## src/rtl/bws_pkg.sv

```systemverilog
package bws_pkg;

    typedef enum logic [1:0] {
        BL_4    = 2'd0,
        BL_8    = 2'd1,
        BL_CONT = 2'd2
    } blen_e;

    typedef enum logic [1:0] {
        S_IDLE  = 2'd0,
        S_LAT   = 2'd1,
        S_DATA  = 2'd2,
        S_STALL = 2'd3
    } st_e;

    typedef struct packed {
        blen_e blen;
        logic  wrap;
        logic  ilv;
    } cfg_t;

    localparam int ROW_BITS = 4;

    function automatic blen_e decode_blen(input logic [1:0] sel);
        case (sel)
            2'd0:    return BL_4;
            2'd1:    return BL_8;
            default: return BL_CONT;
        endcase
    endfunction

    // mask of the in-group index bits; zero for continuous bursts
    function automatic logic [2:0] grp_mask(input blen_e b);
        case (b)
            BL_4:    return 3'd3;
            BL_8:    return 3'd7;
            default: return 3'd0;
        endcase
    endfunction

endpackage

```

## src/rtl/bws_addr_gen.sv

```systemverilog
module bws_addr_gen
    import bws_pkg::*;
#(
    parameter int AW = 16
) (
    input  logic [AW-1:0] base,
    input  logic [AW-1:0] idx,
    input  cfg_t          cfg,
    output logic [AW-1:0] addr
);
    logic [AW-1:0] mask;
    logic [AW-1:0] lin;

    always_comb begin
        mask = AW'(grp_mask(cfg.blen));
        lin  = base + idx;
        if (cfg.blen == BL_CONT)
            addr = lin;
        else if (cfg.ilv)
            addr = (base & ~mask) | ((base ^ idx) & mask);
        else if (cfg.wrap)
            addr = (base & ~mask) | (lin & mask);
        else
            addr = lin;
    end
endmodule

```

## src/rtl/bws_stall_calc.sv

```systemverilog
module bws_stall_calc
    import bws_pkg::*;
#(
    parameter int LW = 4
) (
    input  logic [1:0]    off,
    input  logic [LW-1:0] lat,
    input  cfg_t          cfg,
    output logic [LW-1:0] len
);
    logic [LW:0] sum;
    logic        allowed;

    always_comb begin
        sum     = {1'b0, lat} + (LW+1)'(off);
        allowed = (off != 2'd0) && !((cfg.blen != BL_CONT) && cfg.wrap);
        len     = (allowed && sum > (LW+1)'(4)) ? LW'(sum - (LW+1)'(4)) : '0;
    end
endmodule

```

## src/rtl/burst_wait_seq.sv

```systemverilog
module burst_wait_seq
    import bws_pkg::*;
#(
    parameter int            AW   = 16,
    parameter int            DW   = 16,
    parameter int            LW   = 4,
    parameter logic [DW-1:0] SEED = 'hA5C3
) (
    input  logic          clk,
    input  logic          rst,
    input  logic          ce,
    input  logic          reg_read,
    input  logic          start,
    input  logic [AW-1:0] start_addr,
    input  logic [1:0]    blen_sel,
    input  logic          wrap_en,
    input  logic          ilv_en,
    input  logic [LW-1:0] lat,
    output logic          beat_valid,
    output logic [AW-1:0] beat_addr,
    output logic [DW-1:0] beat_data,
    output logic          wait_o,
    output logic          wait_oe
);
    localparam int LANES = 2;

    st_e           st_q;
    cfg_t          cfg_q;
    logic [AW-1:0] base_q;
    logic [AW-1:0] idx_q;
    logic [LW-1:0] lat_q;
    logic [LW-1:0] cnt_q;
    logic          stalled_q;
    logic [LW-1:0] stall_len;
    logic [AW-1:0] lane_addr [LANES];
    logic          last_beat;
    logic          row_change;

    // lane 0: current beat, lane 1: following beat
    for (genvar g = 0; g < LANES; g++) begin : g_lane
        bws_addr_gen #(.AW(AW)) u_ag (
            .base (base_q),
            .idx  (idx_q + AW'(g)),
            .cfg  (cfg_q),
            .addr (lane_addr[g])
        );
    end

    bws_stall_calc #(.LW(LW)) u_sc (
        .off (base_q[1:0]),
        .lat (lat_q),
        .cfg (cfg_q),
        .len (stall_len)
    );

    always_comb begin
        last_beat  = (cfg_q.blen == BL_4 && idx_q == AW'(3)) ||
                     (cfg_q.blen == BL_8 && idx_q == AW'(7));
        row_change = lane_addr[1][AW-1:ROW_BITS] != lane_addr[0][AW-1:ROW_BITS];
    end

    always_ff @(posedge clk) begin
        if (rst || !ce) begin
            st_q      <= S_IDLE;
            idx_q     <= '0;
            cnt_q     <= '0;
            stalled_q <= 1'b0;
            if (rst) begin
                cfg_q  <= '{blen: BL_4, wrap: 1'b0, ilv: 1'b0};
                base_q <= '0;
                lat_q  <= '0;
            end
        end else begin
            case (st_q)
                S_IDLE: if (start) begin
                    st_q      <= S_LAT;
                    base_q    <= start_addr;
                    cfg_q     <= '{blen: decode_blen(blen_sel), wrap: wrap_en, ilv: ilv_en};
                    lat_q     <= lat;
                    cnt_q     <= LW'(1);
                    idx_q     <= '0;
                    stalled_q <= 1'b0;
                end
                S_LAT: begin
                    if (cnt_q >= lat_q) st_q <= S_DATA;
                    else                cnt_q <= cnt_q + LW'(1);
                end
                S_DATA: begin
                    if (last_beat) begin
                        st_q <= S_IDLE;
                    end else begin
                        idx_q <= idx_q + AW'(1);
                        if (!stalled_q && stall_len != '0 && row_change) begin
                            st_q      <= S_STALL;
                            cnt_q     <= stall_len;
                            stalled_q <= 1'b1;
                        end
                    end
                end
                S_STALL: begin
                    if (cnt_q == LW'(1)) st_q <= S_DATA;
                    else                 cnt_q <= cnt_q - LW'(1);
                end
                default: st_q <= S_IDLE;
            endcase
        end
    end

    always_comb begin
        beat_valid = (st_q == S_DATA) && ce;
        beat_addr  = lane_addr[0];
        beat_data  = DW'(lane_addr[0]) ^ SEED;
        wait_oe    = ce && !reg_read;
        wait_o     = wait_oe && (st_q == S_STALL);
    end

    // ---------------- assertions ----------------
    logic [LW-1:0] run_q;
    logic          seen_q;

    always_ff @(posedge clk) begin
        if (rst) begin
            run_q  <= '0;
            seen_q <= 1'b0;
        end else begin
            run_q  <= (st_q == S_STALL) ? run_q + LW'(1) : '0;
            seen_q <= (st_q == S_IDLE) ? 1'b0 : (seen_q || st_q == S_STALL);
        end
    end

    p_stall_len_r7: assert property (@(posedge clk) disable iff (rst)
        ($past(st_q) == S_STALL && st_q == S_DATA) |-> run_q == stall_len);

    p_single_stall_r8: assert property (@(posedge clk) disable iff (rst)
        $rose(st_q == S_STALL) |-> !seen_q);

    p_wrap_no_wait_r9: assert property (@(posedge clk) disable iff (rst)
        (st_q == S_STALL) |-> !(cfg_q.blen != BL_CONT && cfg_q.wrap));

    p_aligned_no_wait_r6: assert property (@(posedge clk) disable iff (rst)
        (st_q == S_STALL) |-> base_q[1:0] != 2'd0);

    p_release_r11: assert property (@(posedge clk) disable iff (rst)
        (!ce || reg_read) |-> (!wait_oe && !wait_o));

    p_linear_step_r2: assert property (@(posedge clk) disable iff (rst)
        (beat_valid && $past(beat_valid) && $past(ce) &&
         (cfg_q.blen == BL_CONT || (!cfg_q.wrap && !cfg_q.ilv)))
        |-> beat_addr == $past(beat_addr) + AW'(1));

    p_wait_blocks_beat_r10: assert property (@(posedge clk) disable iff (rst)
        ($past(st_q) == S_STALL && ce) |-> beat_addr != $past(lane_addr[0]) - AW'(1));
endmodule

```

## config.mk

```make
export PLATFORM = sky130hd
export DESIGN_NAME = burst_wait_seq
export DESIGN_NICKNAME = d
export VERILOG_FILES = /design/src/rtl/bws_pkg.sv /design/src/rtl/bws_addr_gen.sv /design/src/rtl/bws_stall_calc.sv /design/src/rtl/burst_wait_seq.sv
export SDC_FILE = /design/constraint.sdc
export NUM_CORES = 1
export LEC_CHECK = 0
export BUFFER_PORTS_ARGS = -buffer_cell sky130_fd_sc_hd__buf_2
export CAP_MARGIN = 40
export CORE_MARGIN = 2
export CORE_UTILIZATION = 60
export CTS_CLUSTER_DIAMETER = 40
export DETAILED_ROUTE_END_ITERATION = 6
export GPL_ROUTABILITY_DRIVEN = 0
export GPL_TIMING_DRIVEN = 0
export PLACE_DENSITY = 0.95
export SLEW_MARGIN = 20
export SYNTH_ARGS = -nofsm -noshare
export SYNTH_HDL_FRONTEND = slang
export SYNTH_SLANG_ARGS = --single-unit
```

## constraint.sdc

```tcl
create_clock -name clk -period 6.1 [get_ports clk]
set_input_delay 1.22 -clock clk [delete_from_list [all_inputs] [get_ports clk]]
set_output_delay 1.22 -clock clk [all_outputs]
set_load 0.02 [all_outputs]
```

==> results.py <==
metrics = {
    "outcome": {
        "status": "complete, no violations",
    },
    "clocking": {
        "post_cts_resized": 0,
        "hold_buffers": 0,
        "post_cts_buffers": 0,
        "insertion_delay_ns": 0.32,
        "max-clock-path-buffers": 2,
        "cts_made_buffers": 5,
        "ctsHtreeMaxLevel": 2,
        "cts_root_buffer": "clkbuf_8",
        "cts.clk_slew.worst_paths_ns": 0.09,
        "cts_tree": "built",
        "cts.sinks": 47,
    },
    "synth": {
        "yosysWarnings": 0,
        "synth-async-reset-ratio_pct": 0,
        "synth.net_count": 612,
        "ys_top_cells_by_count": "65 x nand2_1, 46 x ha_1, 44 x a21oi_1",
        "yosys_most_used_dff": "edfxtp_1",
        "synth_area_leader_cell": "edfxtp_1",
        "synth_edf_count": 24,
        "netlist_instances": 535,
        "yosys.cell_count.top_type": "nand2_1",
        "synth_area_sq_um": 4448,
        "synth_area_leaders": "edfxtp_1 16%, ha_1 13%, dfxtp_1 10%",
        "ys_seq_area_share_pct": 26.55,
        "yosysTopAreaCellShare_pct": 16.20,
        "ys_ff_latch": 47,
        "syn_area_per_cell_sq_um": 8.314,
        "synth_cell_types": 62,
    },
    "power": {
        "p_per_area_nw_per_um2": 165.3,
        "peakVddDrop_mv": 0.1485,
        "p_leak_nw": 2.279,
    },
    "floorplanning": {
        "pin_count": 64,
        "dieArea_sq_um": 8118,
        "die_w_microns": 90.10,
        "row_count": 31,
        "initial_core_util_pct": 61.65,
        "die_h_microns": 90.10,
        "core_sq_um": 7214,
    },
    "grt": {
        "grt.overflow.total": 0,
        "antenna_found_initial": 0,
        "grt_max_degree": 16,
        "grt_pass1_wl_microns": 19390,
        "grt_usage_pct": 28.98,
        "grt_pass1_vias": 4217,
    },
    "setup_path": {
        "crit_chain": "ha_1 > inv_1 > fa_1 > and2b_1 > o2111ai_1 > a32oi_2 > a21oi_1 > a21oi_1 > xnor2_1 > a21oi_1 > buf_4 > buf_2",
        "worstSetupPathType": "reg2out",
        "r2r_start": "idx_q[0]",
        "crit_path_end_kind": "primary output",
        "r2r-end": "cnt_q[0]",
        "cp_data_arrival_time_ns": 3.30,
        "max_stage_delay_ns": 0.47,
        "crit_top_cell": "a21oi_1",
        "cpMaxStageDelayCell": "edfxtp_1",
        "critPathTopFamily": "compound AO/OA/AOI/OAI gates",
        "ff2ff_path_depth": 16,
        "r2r_slack_ns": 1.78,
        "path_max_fanout": 5,
        "cp_num_buf_inv": 3,
        "required_ns": 4.88,
        "worstSetupStartpointType": "flop",
    },
    "final_layout": {
        "finalNonFillerCells": 707,
        "layout-drive-gt1-share_pct": 16.12,
        "finalNetCount": 684,
        "antennaDiodeCount": 0,
        "area_delta_synth_final_pct": 12.29,
    },
    "route": {
        "wl_met3_microns": 741,
        "routedWlPerCell_microns": 16.35,
        "drc_errors": 0,
        "m1WireLength_microns": 4590,
        "top_layer": "met4",
        "via_per_inst": 5.980,
        "drt_iter0_markers": 354,
        "totalWireLength_microns": 11560,
        "dr_wl_met2_microns": 5803,
        "firstDrtPassIters": 5,
        "drtAntennaViolNets": 0,
        "vias": 4228,
    },
    "worst_hold_path": {
        "min_to": "stalled_q",
        "hold_class": "reg2reg",
        "hold_depth": 1,
        "hp-start": "stalled_q",
    },
    "place": {
        "dp.cells": 698,
        "hpwl_microns": 9147,
        "dp_slack_ns": 1.857,
        "portBuffers": 63,
    },
    "flow_run": {
        "drv_cap": 0,
    },
    "timing": {
        "max_freq_mhz": 221.1,
        "hold_viol": 0,
        "fin_crit_sh_pct": 74.14,
        "finalWorstSetupSlack_ns": 1.577,
        "worst_pin_slew_ns": 0.6014,
        "setup_viol": 0,
        "tns_ns": 0,
        "slew_headroom_pct": 59.91,
        "slew_violations": 0,
        "fin_worst_skew_ns": 0.01654,
        "rsz0062_at_grt": "false",
        "period_minus_slack_ns": 4.523,
    },
}
==> routing by layer <==
| metal | global-route usage [%] | up-vias |
|---|---|---|
| met5 | 0 | - |
| met4 | 12.05 | 0 |
| met3 | 3.856 | 39 |
| met2 | 53.70 | 211 |
| met1 | 33.33 | 1941 |
| li1 | - | 2037 |
==> logic make-up after synthesis <==
| family | share of synthesized area, % |
|---|---|
| AOI/OAI and AO/OA | 20.68 |
| xor gates and xnor gates | 11.08 |
| adders and majority gates | 13.84 |
| buffers and inverters | 5.317 |
| DFF | 26.55 |
| muxes | 0.6751 |
| and+or+nand+nor | 21.86 |
==> cell usage in the layout (no fill, tap or decap), types with 3 or more instances in the layout <==
cell type  synthesis  routed
inv_1             25      25
mux2i_1            3       3
buf_4              8       8
nor3b_1            4       4
dfxtp_1           23      23
edfxtp_1          24      24
nand2b_1           6       6
nor2_1            34      34
ha_1              46      46
nor3_1            10      10
a31oi_1            5       5
o21a_1             6       6
nand3_1           23      23
a21o_1            17      17
a211oi_1           5       5
a21oi_1           44      44
and3_1             9       9
clkbuf_1          19      19
o31ai_1            3       3
o211ai_1           5       5
nor2b_1            6       6
nor4_1             5       5
buf_2              0      64
o21ai_0           21      21
o21ai_1            3       3
clkbuf_8           0       5
and2_1            24      24
xnor2_1           34      34
nand2_1           65      65
nand4_1            3       3
xor2_1            17      17
==> worst max path at each step <==
stage,start,to,slack (ns),cells after the start
detailed placement,idx_q[0],cnt_q[0],1.86,16
finish,base_q[0],beat_data[14],1.58,12
global route,idx_q[0],cnt_q[1],1.29,16
CTS,base_q[0],beat_data[14],1.59,12
floorplan,base_q[0],beat_data[14],2.19,11
global placement,idx_q[2],cnt_q[0],1.99,17
==> per-stage QoR <==
step | utilization, % | power (mW) | hold WS (ns) | instance area (sq um)
6_report | 69.23 | 0.8259 | 0.5095 | 4995
4_1_cts | 69.16 | 0.8199 | 0.5075 | 4990
2_1_floorplan | - | 0.5526 | 0.4502 | 4448
5_1_grt | 69.23 | 0.8627 | 0.5402 | 4995
3_5_place_dp | 67.95 | 0.6322 | 0.4836 | 4902
3_3_place_gp | 67.74 | 0.6189 | 0.4610 | 4887
==> report_power, final <==
group | switching, mW | internal, mW | total, mW
Clock | 0.116 | 0.0804 | 0.196
Combinational | 0.159 | 0.105 | 0.263
Sequential | 0.0182 | 0.348 | 0.366
Total | 0.293 | 0.533 | 0.826
==> registers in the layout, indices dropped and copies added, names as in the netlist <==
register,cells
stalled_q,1
st_q,2
idx_q,16
base_q,16
cnt_q,4
lat_q,4
cfg_q,4
==> final cells by class <==
class / count / area (sq um)
plain buffers: 28 / 142.6
clock buffers: 5 / 68.82
clock inverters: 3 / 18.77
fillers: 545 / 2220
inverters: 25 / 93.84
multi-input cells: 435 / 3030
flip-flops and latches: 47 / 1181
well taps: 99 / 123.9
repair buffers: 65 / 335.3
Power figures use the tool's default switching activity.
